**config.mk**
```make
export PLATFORM = sky130hd
export DESIGN_NAME = tw_slave
export DESIGN_NICKNAME = d
export VERILOG_FILES = /design/src/rtl/tw_pkg.sv /design/src/rtl/tw_sync.sv /design/src/rtl/tw_frame.sv /design/src/rtl/tw_regs.sv /design/src/rtl/tw_slave.sv
export SDC_FILE = /design/constraint.sdc
export NUM_CORES = 1
export LEC_CHECK = 0
export BUFFER_PORTS_ARGS = -buffer_cell sky130_fd_sc_hd__buf_2
export CAP_MARGIN = 10
export CORE_AREA = 2 2 153 155
export CTS_BUF_LIST = sky130_fd_sc_hd__clkbuf_8
export DETAILED_ROUTE_END_ITERATION = 6
export DIE_AREA = 0 0 155 157
export SLEW_MARGIN = 0
export SYNTH_ARGS = -nofsm -noshare
export SYNTH_HDL_FRONTEND = slang
export SYNTH_SLANG_ARGS = --single-unit
```
**constraint.sdc**
```tcl
create_clock -name clk -period 7.5 [get_ports clk]
set_input_delay 1.5 -clock clk [delete_from_list [all_inputs] [get_ports clk]]
set_output_delay 1.5 -clock clk [all_outputs]
set_load 0.02 [all_outputs]
```
**src/rtl/tw_pkg.sv**
```systemverilog
package tw_pkg;
  typedef enum logic [2:0] {
    ST_IDLE,
    ST_CTRL,
    ST_WDATA,
    ST_RTURN,
    ST_RDATA,
    ST_SKIP,
    ST_DONE
  } tw_state_e;
endpackage

```
**src/rtl/tw_sync.sv**
```systemverilog
module tw_sync #(
  parameter int W = 3,
  parameter int STAGES = 2,
  parameter logic [W-1:0] RST_VAL = '0
) (
  input  logic         clk,
  input  logic         rst_n,
  input  logic [W-1:0] d_i,
  output logic [W-1:0] q_o
);
  logic [W-1:0] chain [STAGES];

  generate
    for (genvar s = 0; s < STAGES; s++) begin : g_stage
      if (s == 0) begin : g_first
        always_ff @(posedge clk or negedge rst_n) begin
          if (!rst_n) chain[s] <= RST_VAL;
          else        chain[s] <= d_i;
        end
      end else begin : g_next
        always_ff @(posedge clk or negedge rst_n) begin
          if (!rst_n) chain[s] <= RST_VAL;
          else        chain[s] <= chain[s-1];
        end
      end
    end
  endgenerate

  assign q_o = chain[STAGES-1];
endmodule

```
**src/rtl/tw_frame.sv**
```systemverilog
module tw_frame
  import tw_pkg::*;
#(
  parameter int DW = 16,
  parameter int AW = 5,
  parameter int IDW = 3,
  parameter logic [IDW-1:0] DEV_ID = 3'b101
) (
  input  logic          clk,
  input  logic          rst_n,
  input  logic          sclk_s,
  input  logic          sen_n_s,
  input  logic          sdio_s,
  input  logic [DW-1:0] rd_data_i,
  output logic [AW-1:0] rd_addr_o,
  output logic          wr_en_o,
  output logic [AW-1:0] wr_addr_o,
  output logic [DW-1:0] wr_data_o,
  output logic          sdio_o,
  output logic          sdio_oe_o
);
  localparam int CW = IDW + 1 + AW;
  localparam int MAXB = (CW > DW) ? CW : DW;
  localparam int CNTW = $clog2(MAXB) + 1;
  localparam logic [CNTW-1:0] CTRL_LAST = CNTW'(CW - 1);
  localparam logic [CNTW-1:0] DATA_LAST = CNTW'(DW - 1);

  tw_state_e     state_q, state_n;
  logic [CNTW-1:0] cnt_q, cnt_n;
  logic [CW-1:0] ctrl_q, ctrl_n, new_ctrl;
  logic [DW-1:0] sh_q, sh_n;
  logic [AW-1:0] addr_q, addr_n;
  logic          oe_q, oe_n, so_q, so_n, wr_q, wr_n;
  logic          sclk_d, rise, fall, active;

  assign rise     = sclk_s & ~sclk_d;
  assign fall     = ~sclk_s & sclk_d;
  assign new_ctrl = {ctrl_q[CW-2:0], sdio_s};
  assign active   = (state_q != ST_IDLE) && (state_q != ST_DONE);

  always_comb begin
    state_n = state_q;
    cnt_n   = cnt_q;
    ctrl_n  = ctrl_q;
    sh_n    = sh_q;
    addr_n  = addr_q;
    oe_n    = oe_q;
    so_n    = so_q;
    wr_n    = 1'b0;
    if (active && sen_n_s) begin
      state_n = ST_DONE;
      oe_n    = 1'b0;
      so_n    = 1'b0;
    end else begin
      case (state_q)
        ST_IDLE: if (!sen_n_s) begin
          state_n = ST_CTRL;
          cnt_n   = '0;
        end
        ST_CTRL: if (rise) begin
          ctrl_n = new_ctrl;
          cnt_n  = cnt_q + 1'b1;
          if (cnt_q == CTRL_LAST) begin
            cnt_n  = '0;
            addr_n = new_ctrl[AW-1:0];
            if (new_ctrl[CW-1 -: IDW] != DEV_ID) begin
              state_n = ST_SKIP;
            end else if (new_ctrl[AW]) begin
              state_n = ST_RTURN;
              sh_n    = rd_data_i;
            end else begin
              state_n = ST_WDATA;
            end
          end
        end
        ST_WDATA: if (rise) begin
          sh_n  = {sh_q[DW-2:0], sdio_s};
          cnt_n = cnt_q + 1'b1;
          if (cnt_q == DATA_LAST) begin
            wr_n    = 1'b1;
            state_n = ST_SKIP;
          end
        end
        ST_RTURN: if (fall) begin
          oe_n    = 1'b1;
          so_n    = sh_q[DW-1];
          sh_n    = {sh_q[DW-2:0], 1'b0};
          state_n = ST_RDATA;
        end
        ST_RDATA: if (rise) begin
          so_n = sh_q[DW-1];
          sh_n = {sh_q[DW-2:0], 1'b0};
        end
        ST_SKIP: ;
        ST_DONE: if (fall && sen_n_s) state_n = ST_IDLE;
        default: state_n = ST_IDLE;
      endcase
    end
  end

  always_ff @(posedge clk or negedge rst_n) begin
    if (!rst_n) begin
      state_q <= ST_IDLE;
      cnt_q   <= '0;
      ctrl_q  <= '0;
      sh_q    <= '0;
      addr_q  <= '0;
      oe_q    <= 1'b0;
      so_q    <= 1'b0;
      wr_q    <= 1'b0;
      sclk_d  <= 1'b0;
    end else begin
      state_q <= state_n;
      cnt_q   <= cnt_n;
      ctrl_q  <= ctrl_n;
      sh_q    <= sh_n;
      addr_q  <= addr_n;
      oe_q    <= oe_n;
      so_q    <= so_n;
      wr_q    <= wr_n;
      sclk_d  <= sclk_s;
    end
  end

  assign rd_addr_o = new_ctrl[AW-1:0];
  assign wr_en_o   = wr_q;
  assign wr_addr_o = addr_q;
  assign wr_data_o = sh_q;
  assign sdio_o    = so_q;
  assign sdio_oe_o = oe_q;

  AST_WR_WHILE_ENABLED: assert property (@(posedge clk) disable iff (!rst_n)
    wr_en_o |-> !$past(sen_n_s));
  AST_OE_DROPS_ON_SEN: assert property (@(posedge clk) disable iff (!rst_n)
    sen_n_s |=> !sdio_oe_o);
  AST_OE_AFTER_FALL: assert property (@(posedge clk) disable iff (!rst_n)
    $rose(sdio_oe_o) |-> $past(fall));
endmodule

```
**src/rtl/tw_regs.sv**
```systemverilog
module tw_regs #(
  parameter int DW = 16,
  parameter int AW = 5,
  parameter int NUM_ARGS = 3,
  parameter int NUM_RESP = 8,
  parameter int CMD_IDX = 0,
  parameter int ARG_IDX = 1,
  parameter int RESP_IDX = 8
) (
  input  logic                   clk,
  input  logic                   rst_n,
  input  logic                   we_i,
  input  logic [AW-1:0]          waddr_i,
  input  logic [DW-1:0]          wdata_i,
  input  logic [AW-1:0]          raddr_i,
  input  logic [NUM_RESP*DW-1:0] resp_i,
  output logic [DW-1:0]          rdata_o,
  output logic                   cmd_go_o,
  output logic [DW-1:0]          cmd_word_o,
  output logic [NUM_ARGS*DW-1:0] args_o
);
  logic [DW-1:0] cmd_q;
  logic          go_q, cmd_we;
  logic [DW-1:0] arg_q [NUM_ARGS];

  assign cmd_we = we_i && (waddr_i == AW'(CMD_IDX));

  always_ff @(posedge clk or negedge rst_n) begin
    if (!rst_n) begin
      cmd_q <= '0;
      go_q  <= 1'b0;
    end else begin
      go_q <= cmd_we;
      if (cmd_we) cmd_q <= wdata_i;
    end
  end

  generate
    for (genvar g = 0; g < NUM_ARGS; g++) begin : g_arg
      logic arg_we;
      assign arg_we = we_i && (waddr_i == AW'(ARG_IDX + g));
      always_ff @(posedge clk or negedge rst_n) begin
        if (!rst_n)      arg_q[g] <= '0;
        else if (arg_we) arg_q[g] <= wdata_i;
      end
      assign args_o[g*DW +: DW] = arg_q[g];

      AST_ARG_ONLY_ON_WRITE: assert property (@(posedge clk) disable iff (!rst_n)
        !$stable(arg_q[g]) |-> $past(we_i));
    end
  endgenerate

  always_comb begin
    rdata_o = '0;
    if (raddr_i == AW'(CMD_IDX)) rdata_o = cmd_q;
    for (int i = 0; i < NUM_ARGS; i++)
      if (raddr_i == AW'(ARG_IDX + i)) rdata_o = arg_q[i];
    for (int i = 0; i < NUM_RESP; i++)
      if (raddr_i == AW'(RESP_IDX + i)) rdata_o = resp_i[i*DW +: DW];
  end

  assign cmd_go_o   = go_q;
  assign cmd_word_o = cmd_q;

  AST_GO_SINGLE_CYCLE: assert property (@(posedge clk) disable iff (!rst_n)
    cmd_go_o |=> !cmd_go_o);
  AST_CMD_CHANGES_WITH_GO: assert property (@(posedge clk) disable iff (!rst_n)
    !$stable(cmd_q) |-> cmd_go_o);
endmodule

```
**src/rtl/tw_slave.sv**
```systemverilog
module tw_slave #(
  parameter int DW = 16,
  parameter int AW = 5,
  parameter int IDW = 3,
  parameter logic [IDW-1:0] DEV_ID = 3'b101,
  parameter int NUM_ARGS = 3,
  parameter int NUM_RESP = 8,
  parameter int CMD_IDX = 0,
  parameter int ARG_IDX = 1,
  parameter int RESP_IDX = 8,
  parameter int SYNC_STAGES = 2
) (
  input  logic                   clk,
  input  logic                   rst_n,
  input  logic                   sclk_i,
  input  logic                   sen_n_i,
  input  logic                   sdio_i,
  output logic                   sdio_o,
  output logic                   sdio_oe_o,
  input  logic [NUM_RESP*DW-1:0] resp_i,
  output logic                   cmd_go_o,
  output logic [DW-1:0]          cmd_word_o,
  output logic [NUM_ARGS*DW-1:0] args_o
);
  logic [1:0]    rst_pipe;
  logic          rst_n_int;
  logic [2:0]    pins_s;
  logic          wr_en;
  logic [AW-1:0] wr_addr, rd_addr;
  logic [DW-1:0] wr_data, rd_data;

  always_ff @(posedge clk or negedge rst_n) begin
    if (!rst_n) rst_pipe <= '0;
    else        rst_pipe <= {rst_pipe[0], 1'b1};
  end
  assign rst_n_int = rst_pipe[1];

  tw_sync #(.W(3), .STAGES(SYNC_STAGES), .RST_VAL(3'b100)) u_sync (
    .clk  (clk),
    .rst_n(rst_n_int),
    .d_i  ({sen_n_i, sclk_i, sdio_i}),
    .q_o  (pins_s)
  );

  tw_frame #(.DW(DW), .AW(AW), .IDW(IDW), .DEV_ID(DEV_ID)) u_frame (
    .clk      (clk),
    .rst_n    (rst_n_int),
    .sclk_s   (pins_s[1]),
    .sen_n_s  (pins_s[2]),
    .sdio_s   (pins_s[0]),
    .rd_data_i(rd_data),
    .rd_addr_o(rd_addr),
    .wr_en_o  (wr_en),
    .wr_addr_o(wr_addr),
    .wr_data_o(wr_data),
    .sdio_o   (sdio_o),
    .sdio_oe_o(sdio_oe_o)
  );

  tw_regs #(.DW(DW), .AW(AW), .NUM_ARGS(NUM_ARGS), .NUM_RESP(NUM_RESP),
            .CMD_IDX(CMD_IDX), .ARG_IDX(ARG_IDX), .RESP_IDX(RESP_IDX)) u_regs (
    .clk       (clk),
    .rst_n     (rst_n_int),
    .we_i      (wr_en),
    .waddr_i   (wr_addr),
    .wdata_i   (wr_data),
    .raddr_i   (rd_addr),
    .resp_i    (resp_i),
    .rdata_o   (rd_data),
    .cmd_go_o  (cmd_go_o),
    .cmd_word_o(cmd_word_o),
    .args_o    (args_o)
  );
endmodule

```
==> summary.md <==
| Metric | Value |
|---|---|
| Outcome | `complete, no violations` |
| Port-buffer cells | `199` |
| Combinational share of power | `a little over a third` |
| Final setup violation count | `0` |
| FMAX | `327.3 MHz` |
| Net switching power | `0.0009033 W` |
| Drt pass-1 iters | `5` |
| Row cnt | `55` |
| Design Area, Final | `8237 um^2` |
| Clock Tree Root | `clkbuf_8` |
| Die height | `157 um` |
| CP Class | `reg -> reg` |
| Crit. End Element | `flip-flop` |
| CTS max path bufs | `2` |
| Remaining global-route overflow | `0` |
| Die Width | `155 um` |
| Post-CTS Hold Buffers | `0` |
| DP Cell Count | `1,132` |
| Non-Filler Instances | `1,164` |
| Final Hold Viols | `0` |
| Starting density of the core | `between 20% and 30%` |
| Reg power frac | `38.5%` |
| Max incr delay on CP | `0.73 ns` |
| Area Overhead vs Synth | `23.09%` |
| Register area share after synthesis | `between 40% and 50%` |
| Fillers | `roughly 2,300` |
| Sw frac | `41.46%` |
| GRT Total Usage | `around 21%` |
| Synth Area in Compound Gates | `21.48%` |
| Vias per cell | `5.601` |
| RSZ-0062 raised after global routing | `false` |
| Post-Place Cell Area | `roughly 7900 um^2` |
| DRT antenna net count | `0` |
| Synth area leaders | `dfrtp_1 (42%), mux2_2 (13%), o21ai_0 (4.1%), a21oi_1 (3.7%), nand2_1 (3.4%)` |
| Final core occ | `36.60%` |
| Setup Total Neg Slack | `0 ns` |
| Core box area | `22,500 um^2` |
| Clk pwr share | `about a quarter` |
| Area leader, netlist | `dfrtp_1` |
| First-pass GRT wire length | `just under 40,000 um` |
| Adder-Cell Fraction of Synth Area | `0.5610%` |
| Total number of H-tree levels | `4` |
| DP HPWL | `19,540 um` |
| Worst Tran Pin Value | `between 1 and 1.5 ns` |
| Synth Area in Simple Gates | `about 14%` |
| CTS tree | `yes` |
| Mux share of post-synthesis cell area | `15.93%` |
| Total of max-cap violations | `0` |
| Pleak | `roughly 3.5 nW` |
| Diode count | `0` |
| Startpoint Class | `flip-flop` |
| Postcts setup bufs | `0` |
| Commonest cells after routing, fill and taps aside | `buf_2 (199), dfrtp_1 (109), mux2_2 (76)` |
| Critical path's top delay family | `simple AND/OR/NAND/NOR gates` |
| Die area | `24,340 um^2` |
| Peak VDD IR | `0.1250 mV` |
| Post-synth EDFFs | `0` |
| Worst path slowest cell | `dfrtp_1` |
| Worst path cell trace | `buf_4 -> or3b_4 -> nor3_4 -> nand2b_1 -> a32oi_1 -> o2111ai_1 -> a22o_1` |
| Clock skew | `about 0.011 ns` |
| # DRC | `0` |
| Wire per inst | `approximately 23 um` |
| Crit path time final | `3.055 ns` |
| CP required | `7.83 ns` |
| Largest net degree at the start of global routing | `65` |
| Slew Viols, Final | `0` |
| Clock Latency Late Sink | `0.45 ns` |
| Part of the cycle the worst path needs | `around two fifths` |
| HP Class | `reg -> async` |
| Share of layout cells above drive strength 1 | `37.77%` |
| Flip-flop and latch count after synthesis | `114` |
| PwrDens | `roughly 260 nW/um^2` |
| Clock-pin transition on the worst setup and hold timing paths | `0.07 ns` |
| Most used DFF post-synth | `dfrtp_1` |
| Initial antenna violation count | `0` |
| Nets | `1,002` |
| Initial detailed-routing violation count | `731` |
| P_int | `0.001276 W` |
| Yosys warns | `0` |
| CTS resizes | `0` |
| Asr flop ratio synth | `between 90% and 100%` |
| Vias | `6,520` |
| WP buf/inv | `1` |
| Via count of the first global-routing pass | `~6,400` |
| Commonest non-fill, non-tap cell in the layout | `buf_2` |
| Xor-xnor portion of the synthesized cell area | `0%` |
| Largest family of logic cells by synthesized area | `compound AO/OA/AOI/OAI gates` |
| Syn Area/Cell | `9.754 um^2` |
| CTS Sinks | `114` |
| Cell Area, Synth | `between 6000 and 7000 um^2` |
| Rel. slew slack | `about a quarter` |
| Critical path peak fanout | `32` |
| Synth top area share | `41.88%` |
| CTS Buf Count | `17` |
| Arr. time, crit path | `roughly 3.4 ns` |
| Top-level port count | `200` |
| Syn nets | `roughly 820` |
| Synth cell types | `64` |
| Synth Instances | `between 600 and 700` |
| RePlAce Congestion | `0.9316` |
| Hold Slack | `0.3513 ns` |
| DRT Wirelength | `26,560 um` |
[cells in the mapped netlist, types with 4 or more instances]
| library cell | instances |
|---|---|
| o22ai_1 | 16 |
| nor3_4 | 4 |
| nor2b_1 | 10 |
| clkbuf_1 | 15 |
| o2bb2ai_1 | 8 |
| and3_1 | 4 |
| a32oi_1 | 10 |
| nand2_1 | 60 |
| buf_4 | 7 |
| o21ai_0 | 55 |
| mux2_2 | 76 |
| a22o_1 | 4 |
| and2_1 | 4 |
| nand2b_1 | 10 |
| a31oi_1 | 19 |
| or3_1 | 5 |
| dfrtp_1 | 112 |
| nand3_1 | 12 |
| nor2_1 | 41 |
| a221oi_1 | 7 |
| nor3_1 | 4 |
| a221o_1 | 8 |
| inv_1 | 21 |
| o31ai_1 | 9 |
| nor4_1 | 6 |
| buf_6 | 4 |
| a21oi_1 | 49 |
| mux2i_1 | 21 |
| buf_2 | 18 |
| o221ai_1 | 12 |
[per-layer routing]
layer	GRT usage, %	part of all wire (%)
met5	0	0
met4	8.157	2.8
met3	5.809	10
met2	33.65	45
met1	28.39	42
[registers in the layout, summed over array words and instances, names as in the netlist]
name / flops
u_regs.cmd_go_o: 1
u_regs.cmd_word_o: 16
rst_pipe: 2
u_frame.cnt_q: 5
u_frame.wr_data_o: 16
u_frame.ctrl_q: 8
u_frame.state_q: 3
u_sync.q_o: 3
u_sync.chain: 3
u_frame.sdio_o: 1
u_frame.wr_addr_o: 5
u_regs.args_o: 48
u_frame.sdio_oe_o: 1
u_frame.wr_en_o: 1
u_frame.sclk_d: 1
[power groups by stage]
stage | clock, W | combinational [W] | sequential (W)
after CTS | 0.000568 | 0.000762 | 0.000833
after global routing | 0.000595 | 0.000851 | 0.000852
after detailed placement | 0 | 0.000758 | 0.000845
after floorplan | 0 | 0.000573 | 0.000761
after global placement | 0 | 0.000748 | 0.000844
final | 0.000557 | 0.000782 | 0.000840
[area by class of cell]
class | instances | area [um^2] | area share [%]
Inverter | 22 | 82.58 | 1.003
Timing Repair Buffer | 208 | 1064 | 12.91
Multi-Input combinational cell | 503 | 3498 | 42.47
Sequential cell | 114 | 2861 | 34.74
Tap cell | 285 | 356.6 | 4.329
Clock inverter | 14 | 126.4 | 1.534
Clock buffer | 18 | 247.7 | 3.008
[cell families after synthesis]
| group | count (synthesis) |
|---|---|
| flops | 114 |
| buf+inv | 69 |
| fa+ha+maj | 3 |
| simple gates | 181 |
| other cells | 1 |
| mux | 97 |
| compound gates | 221 |
[through the flow]
step / total power (W) / worst slack, ns
3_5_place_dp: 0.001603 / 4.567
3_3_place_gp: 0.001593 / 4.647
6_report: 0.002179 / 4.445
2_1_floorplan: 0.001334 / 4.092
4_1_cts: 0.002163 / 4.553
5_1_grt: 0.002297 / 4.281
[final timing paths]
| path | startpoint | end | slack [ns] | cells past startpoint |
|---|---|---|---|---|
| min in group clk | u_sync.chain[3] | u_sync.q_o[0] | 0.35 | 0 |
| hold reg to reg | rst_pipe[1] | u_regs.cmd_go_o | 0.35 | 0 |
| setup / recovery | u_frame.ctrl_q[0] | u_frame.wr_data_o[11] | 4.44 | 7 |
| hold / removal | rst_pipe[1] | u_regs.cmd_go_o | 0.35 | 0 |
| setup reg to reg | u_frame.ctrl_q[0] | u_frame.wr_data_o[11] | 4.44 | 7 |
| max in group asynchronous | rst_pipe[1] | u_regs.args_o[1] | 5.84 | 1 |
[worst register-to-register path: cells and delay by family, from the launching register on]
| family | cells | cell delay, ns |
|---|---|---|
| DFF | 1 | 0.73 |
| AOI/OAI and AO/OA | 3 | 0.54 |
| buffers and inverters | 1 | 0.45 |
| and+or+nand+nor | 3 | 1.24 |
No activity file was read; power rests on OpenSTA's default activity.
